**config.mk**
```make
export PLATFORM = sky130hd
export DESIGN_NAME = mon_logger
export DESIGN_NICKNAME = d
export VERILOG_FILES = /design/src/rtl/mon_pkg.sv /design/src/rtl/mon_rt_filter.sv /design/src/rtl/mon_gap_timer.sv /design/src/rtl/mon_logger.sv
export SDC_FILE = /design/constraint.sdc
export NUM_CORES = 1
export LEC_CHECK = 0
export BUFFER_PORTS_ARGS = -buffer_cell sky130_fd_sc_hd__buf_2
export CAP_MARGIN = 5
export CORE_UTILIZATION = 52
export CTS_BUF_LIST = sky130_fd_sc_hd__clkbuf_16
export CTS_CLUSTER_DIAMETER = 100
export DETAILED_ROUTE_END_ITERATION = 7
export HOLD_SLACK_MARGIN = 0.1
export PLACE_DENSITY = 0.74
export SLEW_MARGIN = 20
export SYNTH_ARGS = -nofsm -noshare
export SYNTH_HDL_FRONTEND = slang
export SYNTH_SLANG_ARGS = --single-unit
```
**constraint.sdc**
```tcl
create_clock -name clk -period 5.95 [get_ports clk]
set_clock_uncertainty 0.1 [all_clocks]
set_input_delay 0.595 -clock clk [delete_from_list [all_inputs] [get_ports clk]]
set_output_delay 0.595 -clock clk [all_outputs]
set_load 0.005 [all_outputs]
```
**src/rtl/mon_pkg.sv**
```systemverilog
package mon_pkg;

    localparam int WORD_W = 16;
    localparam int TT_W   = 8;
    localparam int RT_AW  = 5;
    localparam int RT_N   = 1 << RT_AW;

    // command block offsets (host reads these positions)
    localparam int OFS_CTRL = 0;
    localparam int OFS_CMD1 = 1;
    localparam int OFS_CMD2 = 2;
    localparam int OFS_DPTR = 3;
    localparam int OFS_STS1 = 4;
    localparam int OFS_STS2 = 5;
    localparam int OFS_TAIL = 6;

    // control word bit positions
    localparam int CB_IWA = 0;
    localparam int CB_ERR = 1;
    localparam int CB_ACT = 2;

    typedef enum logic [3:0] {
        ST_IDLE, ST_SKIP, ST_F1, ST_F2, ST_F3, ST_F4,
        ST_FIRST, ST_STS1, ST_DATA, ST_STSF, ST_WB, ST_FIN
    } state_e;

    function automatic logic [5:0] wc_expand(input logic [4:0] f);
        return (f == 5'd0) ? 6'd32 : {1'b0, f};
    endfunction

    function automatic logic cmd_is_tx(input logic [WORD_W-1:0] w);
        return w[10];
    endfunction

    function automatic logic [WORD_W-1:0] ctrl_word(input logic [TT_W-1:0] tt,
                                                   input logic act,
                                                   input logic err,
                                                   input logic iwa);
        logic [WORD_W-1:0] w;
        w = '0;
        w[WORD_W-1 -: TT_W] = tt;
        w[CB_ACT] = act;
        w[CB_ERR] = err;
        w[CB_IWA] = iwa;
        return w;
    endfunction

endpackage

```
**src/rtl/mon_rt_filter.sv**
```systemverilog
module mon_rt_filter
    import mon_pkg::*;
(
    input  logic [WORD_W-1:0] cmd_word,
    input  logic [RT_N-1:0]   enable_tbl,
    output logic              hit
);
    logic [RT_AW-1:0] rt_addr;

    always_comb begin
        rt_addr = cmd_word[WORD_W-1 -: RT_AW];
        hit     = enable_tbl[rt_addr];
    end
endmodule

```
**src/rtl/mon_gap_timer.sv**
```systemverilog
module mon_gap_timer #(
    parameter int GAP = 24
) (
    input  logic clk,
    input  logic rst_n,
    input  logic arm,
    input  logic kick,
    output logic expired
);
    localparam int CW = $clog2(GAP + 1);
    localparam logic [CW-1:0] LIMIT = CW'(GAP);

    logic [CW-1:0] cnt_d, cnt_q;

    always_comb begin
        cnt_d = cnt_q;
        if (!arm || kick) begin
            cnt_d = '0;
        end else if (cnt_q != LIMIT) begin
            cnt_d = cnt_q + 1'b1;
        end
    end

    always_ff @(posedge clk or negedge rst_n) begin
        if (!rst_n) cnt_q <= '0;
        else        cnt_q <= cnt_d;
    end

    assign expired = (cnt_q == LIMIT);
endmodule

```
**src/rtl/mon_logger.sv**
```systemverilog
module mon_logger
    import mon_pkg::*;
#(
    parameter int ADDR_W     = 10,
    parameter int GAP_CYCLES = 24
) (
    input  logic              clk,
    input  logic              rst_n,
    input  logic              mon_en,
    input  logic [ADDR_W-1:0] list_head,
    input  logic [RT_N-1:0]   rt_enable,
    input  logic [TT_W-1:0]   time_base,
    input  logic              word_valid,
    input  logic              word_sync,
    input  logic              word_fault,
    input  logic [WORD_W-1:0] word_data,
    output logic              mem_re,
    output logic [ADDR_W-1:0] mem_raddr,
    input  logic [WORD_W-1:0] mem_rdata,
    output logic              mem_we,
    output logic [ADDR_W-1:0] mem_waddr,
    output logic [WORD_W-1:0] mem_wdata,
    output logic              irq
);
    localparam logic [ADDR_W-1:0] A_CTRL = ADDR_W'(OFS_CTRL);
    localparam logic [ADDR_W-1:0] A_CMD1 = ADDR_W'(OFS_CMD1);
    localparam logic [ADDR_W-1:0] A_CMD2 = ADDR_W'(OFS_CMD2);
    localparam logic [ADDR_W-1:0] A_DPTR = ADDR_W'(OFS_DPTR);
    localparam logic [ADDR_W-1:0] A_STS1 = ADDR_W'(OFS_STS1);
    localparam logic [ADDR_W-1:0] A_STS2 = ADDR_W'(OFS_STS2);
    localparam logic [ADDR_W-1:0] A_TAIL = ADDR_W'(OFS_TAIL);

    typedef struct packed {
        state_e              st;
        logic [ADDR_W-1:0]   blk;
        logic [ADDR_W-1:0]   tail;
        logic [ADDR_W-1:0]   dptr;
        logic                iwa;
        logic [TT_W-1:0]     tt;
        logic [WORD_W-1:0]   c1;
        logic [WORD_W-1:0]   c2;
        logic [WORD_W-1:0]   s1;
        logic [WORD_W-1:0]   s2;
        logic                rtrt;
        logic [5:0]          cnt;
        logic                err;
        logic [2:0]          wbi;
        logic                mre;
        logic [ADDR_W-1:0]   raddr;
        logic                mwe;
        logic [ADDR_W-1:0]   waddr;
        logic [WORD_W-1:0]   wdata;
        logic                irq;
    } regs_t;

    regs_t q, d;

    logic       rt_hit;
    logic       gap_exp;
    logic       gap_arm;
    logic       fin_sts;
    logic [5:0] exp_n;
    logic       acc_data;
    logic       acc_sync;

    mon_rt_filter u_filter (
        .cmd_word   (word_data),
        .enable_tbl (rt_enable),
        .hit        (rt_hit)
    );

    assign gap_arm = (q.st == ST_SKIP) || (q.st == ST_FIRST) || (q.st == ST_STS1)
                  || (q.st == ST_DATA) || (q.st == ST_STSF);

    mon_gap_timer #(.GAP(GAP_CYCLES)) u_gap (
        .clk     (clk),
        .rst_n   (rst_n),
        .arm     (gap_arm),
        .kick    (word_valid),
        .expired (gap_exp)
    );

    assign fin_sts  = !cmd_is_tx(q.c1);
    assign exp_n    = wc_expand(q.c1[4:0]);
    assign acc_data = word_valid && !word_sync;
    assign acc_sync = word_valid && word_sync;

    always_comb begin
        d     = q;
        d.mre = 1'b0;
        d.mwe = 1'b0;
        d.irq = 1'b0;
        unique case (q.st)
            ST_IDLE: begin
                if (acc_sync && rt_hit) begin
                    d.c1    = word_data;
                    d.c2    = '0;
                    d.s1    = '0;
                    d.s2    = '0;
                    d.rtrt  = 1'b0;
                    d.cnt   = '0;
                    d.err   = word_fault;
                    d.tt    = time_base;
                    d.mre   = 1'b1;
                    d.raddr = q.blk + A_CTRL;
                    d.st    = ST_F1;
                end else if (acc_sync) begin
                    d.st = ST_SKIP;
                end
            end
            ST_SKIP: if (gap_exp) d.st = ST_IDLE;
            ST_F1: begin
                d.mre   = 1'b1;
                d.raddr = q.blk + A_DPTR;
                d.st    = ST_F2;
            end
            ST_F2: begin
                d.iwa   = mem_rdata[CB_IWA];
                d.mre   = 1'b1;
                d.raddr = q.blk + A_TAIL;
                d.st    = ST_F3;
            end
            ST_F3: begin
                d.dptr = mem_rdata[ADDR_W-1:0];
                d.st   = ST_F4;
            end
            ST_F4: begin
                d.tail  = mem_rdata[ADDR_W-1:0];
                d.mwe   = 1'b1;
                d.waddr = q.blk + A_CTRL;
                d.wdata = ctrl_word(q.tt, 1'b1, 1'b0, q.iwa);
                d.st    = cmd_is_tx(q.c1) ? ST_STS1 : ST_FIRST;
            end
            ST_FIRST, ST_DATA: begin
                if (acc_data) begin
                    d.mwe   = 1'b1;
                    d.waddr = q.dptr + ADDR_W'(q.cnt);
                    d.wdata = word_data;
                    d.cnt   = q.cnt + 6'd1;
                    d.err   = q.err | word_fault;
                    d.st    = ST_DATA;
                    if (q.cnt + 6'd1 == exp_n) d.st = fin_sts ? ST_STSF : ST_WB;
                end else if (acc_sync && q.st == ST_FIRST) begin
                    d.c2   = word_data;
                    d.rtrt = 1'b1;
                    d.err  = q.err | word_fault;
                    d.st   = ST_STS1;
                end else if (acc_sync) begin
                    d.err = 1'b1;
                    if (fin_sts) begin
                        if (q.rtrt) d.s2 = word_data;
                        else        d.s1 = word_data;
                    end
                    d.st = ST_WB;
                end else if (gap_exp) begin
                    d.err = 1'b1;
                    d.st  = ST_WB;
                end
            end
            ST_STS1: begin
                if (acc_sync) begin
                    d.s1  = word_data;
                    d.err = q.err | word_fault;
                    d.st  = ST_DATA;
                end else if (acc_data || gap_exp) begin
                    d.err = 1'b1;
                    d.st  = ST_WB;
                end
            end
            ST_STSF: begin
                if (acc_sync) begin
                    if (q.rtrt) d.s2 = word_data;
                    else        d.s1 = word_data;
                    d.err = q.err | word_fault;
                    d.st  = ST_WB;
                end else if (acc_data) begin
                    d.err = 1'b1;
                end else if (gap_exp) begin
                    d.err = 1'b1;
                    d.st  = ST_WB;
                end
            end
            ST_WB: begin
                d.mwe = 1'b1;
                d.wbi = q.wbi + 3'd1;
                unique case (q.wbi)
                    3'd0:    begin d.waddr = q.blk + A_CMD1; d.wdata = q.c1; end
                    3'd1:    begin d.waddr = q.blk + A_CMD2; d.wdata = q.c2; end
                    3'd2:    begin d.waddr = q.blk + A_STS1; d.wdata = q.s1; end
                    3'd3:    begin d.waddr = q.blk + A_STS2; d.wdata = q.s2; end
                    default: begin
                        d.waddr = q.blk + A_CTRL;
                        d.wdata = ctrl_word(q.tt, 1'b1, q.err, q.iwa);
                        d.wbi   = '0;
                        d.st    = ST_FIN;
                    end
                endcase
            end
            ST_FIN: begin
                d.irq = q.iwa;
                d.blk = q.tail;
                d.st  = ST_IDLE;
            end
            default: d.st = ST_IDLE;
        endcase
        if (!mon_en) begin
            d.st  = ST_IDLE;
            d.blk = list_head;
            d.wbi = '0;
            d.mre = 1'b0;
            d.mwe = 1'b0;
            d.irq = 1'b0;
        end
    end

    always_ff @(posedge clk or negedge rst_n) begin
        if (!rst_n) q <= '0;
        else        q <= d;
    end

    assign mem_re    = q.mre;
    assign mem_raddr = q.raddr;
    assign mem_we    = q.mwe;
    assign mem_waddr = q.waddr;
    assign mem_wdata = q.wdata;
    assign irq       = q.irq;
endmodule

```
==> results.cfg <==
[cells_and_area]
final_cell_count_no_fill = 1244
fill_cells = 1497
diodes = 0
nets = 1117
drive_gt1_share_pct = 18.6
syn_to_final_growth_pct = 11.2

[cts]
clock_path_buffers = 2
htree_levels = 4
clkSlewWorstSetupHoldPaths_ns = 0.07
cts_root_buffer = clkbuf_16
cts_setup_buffers = 0
clock-sinks = 162
tritoncts = done
insertion_delay_ns = 0.43
cts_buffers = 17

[placement]
dpl_worst_slack_ns = 2.11
post-place-cells = 1210
hpwl_mm = 16.1
port_buffers = 120
place_congestion = 0.940

[grt]
grt_pass1_wl_mm = 39.1
antenna_found_initial = 0
grt_max_degree = 109
grt_pass1_vias = 7490
grt_overflow_total = 0
grt_usage_pct = 27.6

[critical_path]
worstPathRequired_ns = 6.19
cpPeakStageDelay_ns = 0.82
start_kind = flop
worstPathArrival_ns = 4.21
critical_path.cell_chain = inv_1 -> ha_1 -> nor4_1 -> or3_1 -> o31a_1 -> nand2_1 -> or3_1 -> o211ai_1
path_common_cell = or3_1
reg2regPathDepth = 8
path_class = flop to flop
crit_slowest_cell = or3_1
cp_max_fo = 22
end_kind = flop

[power_and_ir_drop]
pwr-share-comb_pct = 21.5
power_switching_uw = 967
powerDensity_nw_per_um2 = 300
cellLeakagePower_uw = 0.00469
p_int_uw = 2100
ir_worst_vdd_uv = 235
clkPwrFrac_pct = 32.8
pwr-share-seq_pct = 45.7
swShare_pct = 31.5

[die]
core.rowCount = 48
ios = 127
start_util_pct = 53.2
dieArea_um2 = 18200
core_um2 = 17300
dieHeight_um = 135
die_x_um = 135

[sta]
final-hold-violation-count = 0
max_freq_ghz = 0.252
period_minus_slack_ns = 3.96
fin_ws_ns = 1.99
fin_crit_sh_pct = 66.6
fin_tns_setup_ns = 0
rsz0062_at_grt = no
drv_slew = 0
slew_headroom_pct = 27.1
worst_pin_slew_ns = 1.09
setup_viol = 0

[yosys]
yosysWarnings = 0
syn-num-nets = 1064
syn_inst = 953
syn_area_per_cell_um2 = 9.65
synth_edf_count = 0
seq_area_frac_synth_pct = 44.1
synth_area_um2 = 9200
synth.distinct_cells = 76
ys_ff_latch = 162
synth_flop_cell = dfrtp_1
synthArstFlopShare_pct = 100

[route]
drtPass1Iterations = 6
drc = 0
viasPerCell = 6.13
wl_mm = 23.9
post_drt_wl_per_cell_um = 19.2
final_antenna_net_count = 0
vias = 7621
drtIter0Drc = 743

[run_status]
status = completed

[worst_hold_path]
holdCritPathClass = input port to flop
holdPathStages = 3

[flow_run]
max_cap_violations = 0
## final timing paths
| path | startpoint | endpoint | slack (ns) |
|---|---|---|---|
| max in group asynchronous | rst_n | q[43]$_DFFE_PN0P_ | 3.86 |
| hold reg to reg | mem_wdata[11]$_DFFE_PN0P_ | mem_wdata[11]$_DFFE_PN0P_ | 0.37 |
| setup reg to reg | q[41]$_DFFE_PN0P_ | q[154]$_DFFE_PN0P_ | 1.99 |
| hold / removal | mem_rdata[3] | q[136]$_DFFE_PN0N_ | 0.27 |
| min in group asynchronous | rst_n | mem_wdata[6]$_DFFE_PN0P_ | 0.50 |
| setup / recovery | q[41]$_DFFE_PN0P_ | q[154]$_DFFE_PN0P_ | 1.99 |
## cell usage in the layout (no fill, tap or decap), types with 13 or more instances in the layout
cell       instances
a21oi_1           60
a22o_1            35
a22oi_1           34
buf_2            119
clkbuf_16         17
dfrtp_1          162
ha_1              22
inv_1             18
mux2_1            24
mux2i_1           29
nand2_1          128
nand3_1           25
nor2_1            56
nor2b_1           13
o211ai_1          13
o21ai_0           18
o21ai_1           23
## state kept, by name (all words and copies together) (netlist names)
register,count
q,118
mem_waddr,10
irq,1
mem_we,1
mem_wdata,16
mem_raddr,10
mem_re,1
u_gap.cnt_q,5
## layer usage
layer	global-route usage (%)	share of wire, %	vias to the layer above	wire (um)
li1	-	-	3551	-
met1	39.1	45	3689	10800
met2	41.4	45	335	10700
met3	6.01	7.8	46	1870
met4	10.3	2.2	0	516
met5	0	0	-	0
## cells in the mapped netlist, types with 13 or more instances
cell | number | area [um^2]
dfrtp_1 | 162 | 4050
nand2_1 | 128 | 480
a21oi_1 | 60 | 300
nor2_1 | 57 | 214
clkbuf_1 | 45 | 169
buf_4 | 38 | 285
a22o_1 | 35 | 307
a22oi_1 | 34 | 255
mux2i_1 | 29 | 290
nand3_1 | 26 | 130
mux2_1 | 24 | 270
o21ai_1 | 23 | 115
ha_1 | 22 | 275
inv_1 | 18 | 67.6
o21ai_0 | 18 | 90.1
nor2b_1 | 14 | 87.6
o211ai_1 | 13 | 97.6
## stage by stage
| stage | total power, uW | hold WS, ns | utilization [%] | cell area, um^2 |
|---|---|---|---|---|
| floorplan | 1900 | 0.199 | - | 9200 |
| global placement | 2050 | 0.354 | 55.8 | 9660 |
| detailed placement | 2070 | 0.358 | 55.8 | 9660 |
| CTS | 3080 | 0.248 | 58.9 | 10200 |
| global route | 3230 | 0.279 | 59.1 | 10200 |
| finish | 3070 | 0.275 | 59.1 | 10200 |
## kinds of logic (layout without fill, tap and decap cells)
family	count (synthesis)	after routing	synth area share [%]
AND/OR/NAND/NOR	286	286	14.4
flip-flops	162	162	44.1
multiplexers	68	68	8.42
XOR/XNOR	16	16	1.67
buffers and inverters	117	183	6.58
AO/OA/AOI/OAI	281	281	21.6
adder cells (fa/ha/maj)	23	23	3.21
## layout make-up
cell class                      count  area, um^2  area share [%]
Tap cell                          225         282            2.75
Inverter                           18        67.6           0.660
Clock inverter                     15         109            1.06
Sequential cell                   162        4050            39.6
Clock buffer                       17         425            4.16
Timing Repair Buffer              133         727            7.11
Multi-Input combinational cell    674        4570            44.6
## critical path, delay by kind of cell (launching register included)
kind	cells	cell delay [ns]
simple gates	4	2.11
flops	1	0.49
compound gates	2	0.42
buf+inv	1	0.18
fa+ha+maj	1	0.57
## power groups by stage
| stage | Sequential (uW) | Clock [uW] | Combinational (uW) |
|---|---|---|---|
| 4_1_cts | 1400 | 1030 | 655 |
| 3_3_place_gp | 1420 | 0 | 635 |
| 5_1_grt | 1430 | 1070 | 736 |
| 3_5_place_dp | 1420 | 0 | 652 |
| 2_1_floorplan | 1370 | 0 | 535 |
| 6_report | 1400 | 1010 | 659 |
## what timing repair did
item	in CTS	in global routing
hold buffers	0	1
endpoints found under the hold margin	0	27
endpoints found under the setup margin	0	0
gates resized for setup	0	0
(Power assumes the default switching activity.)
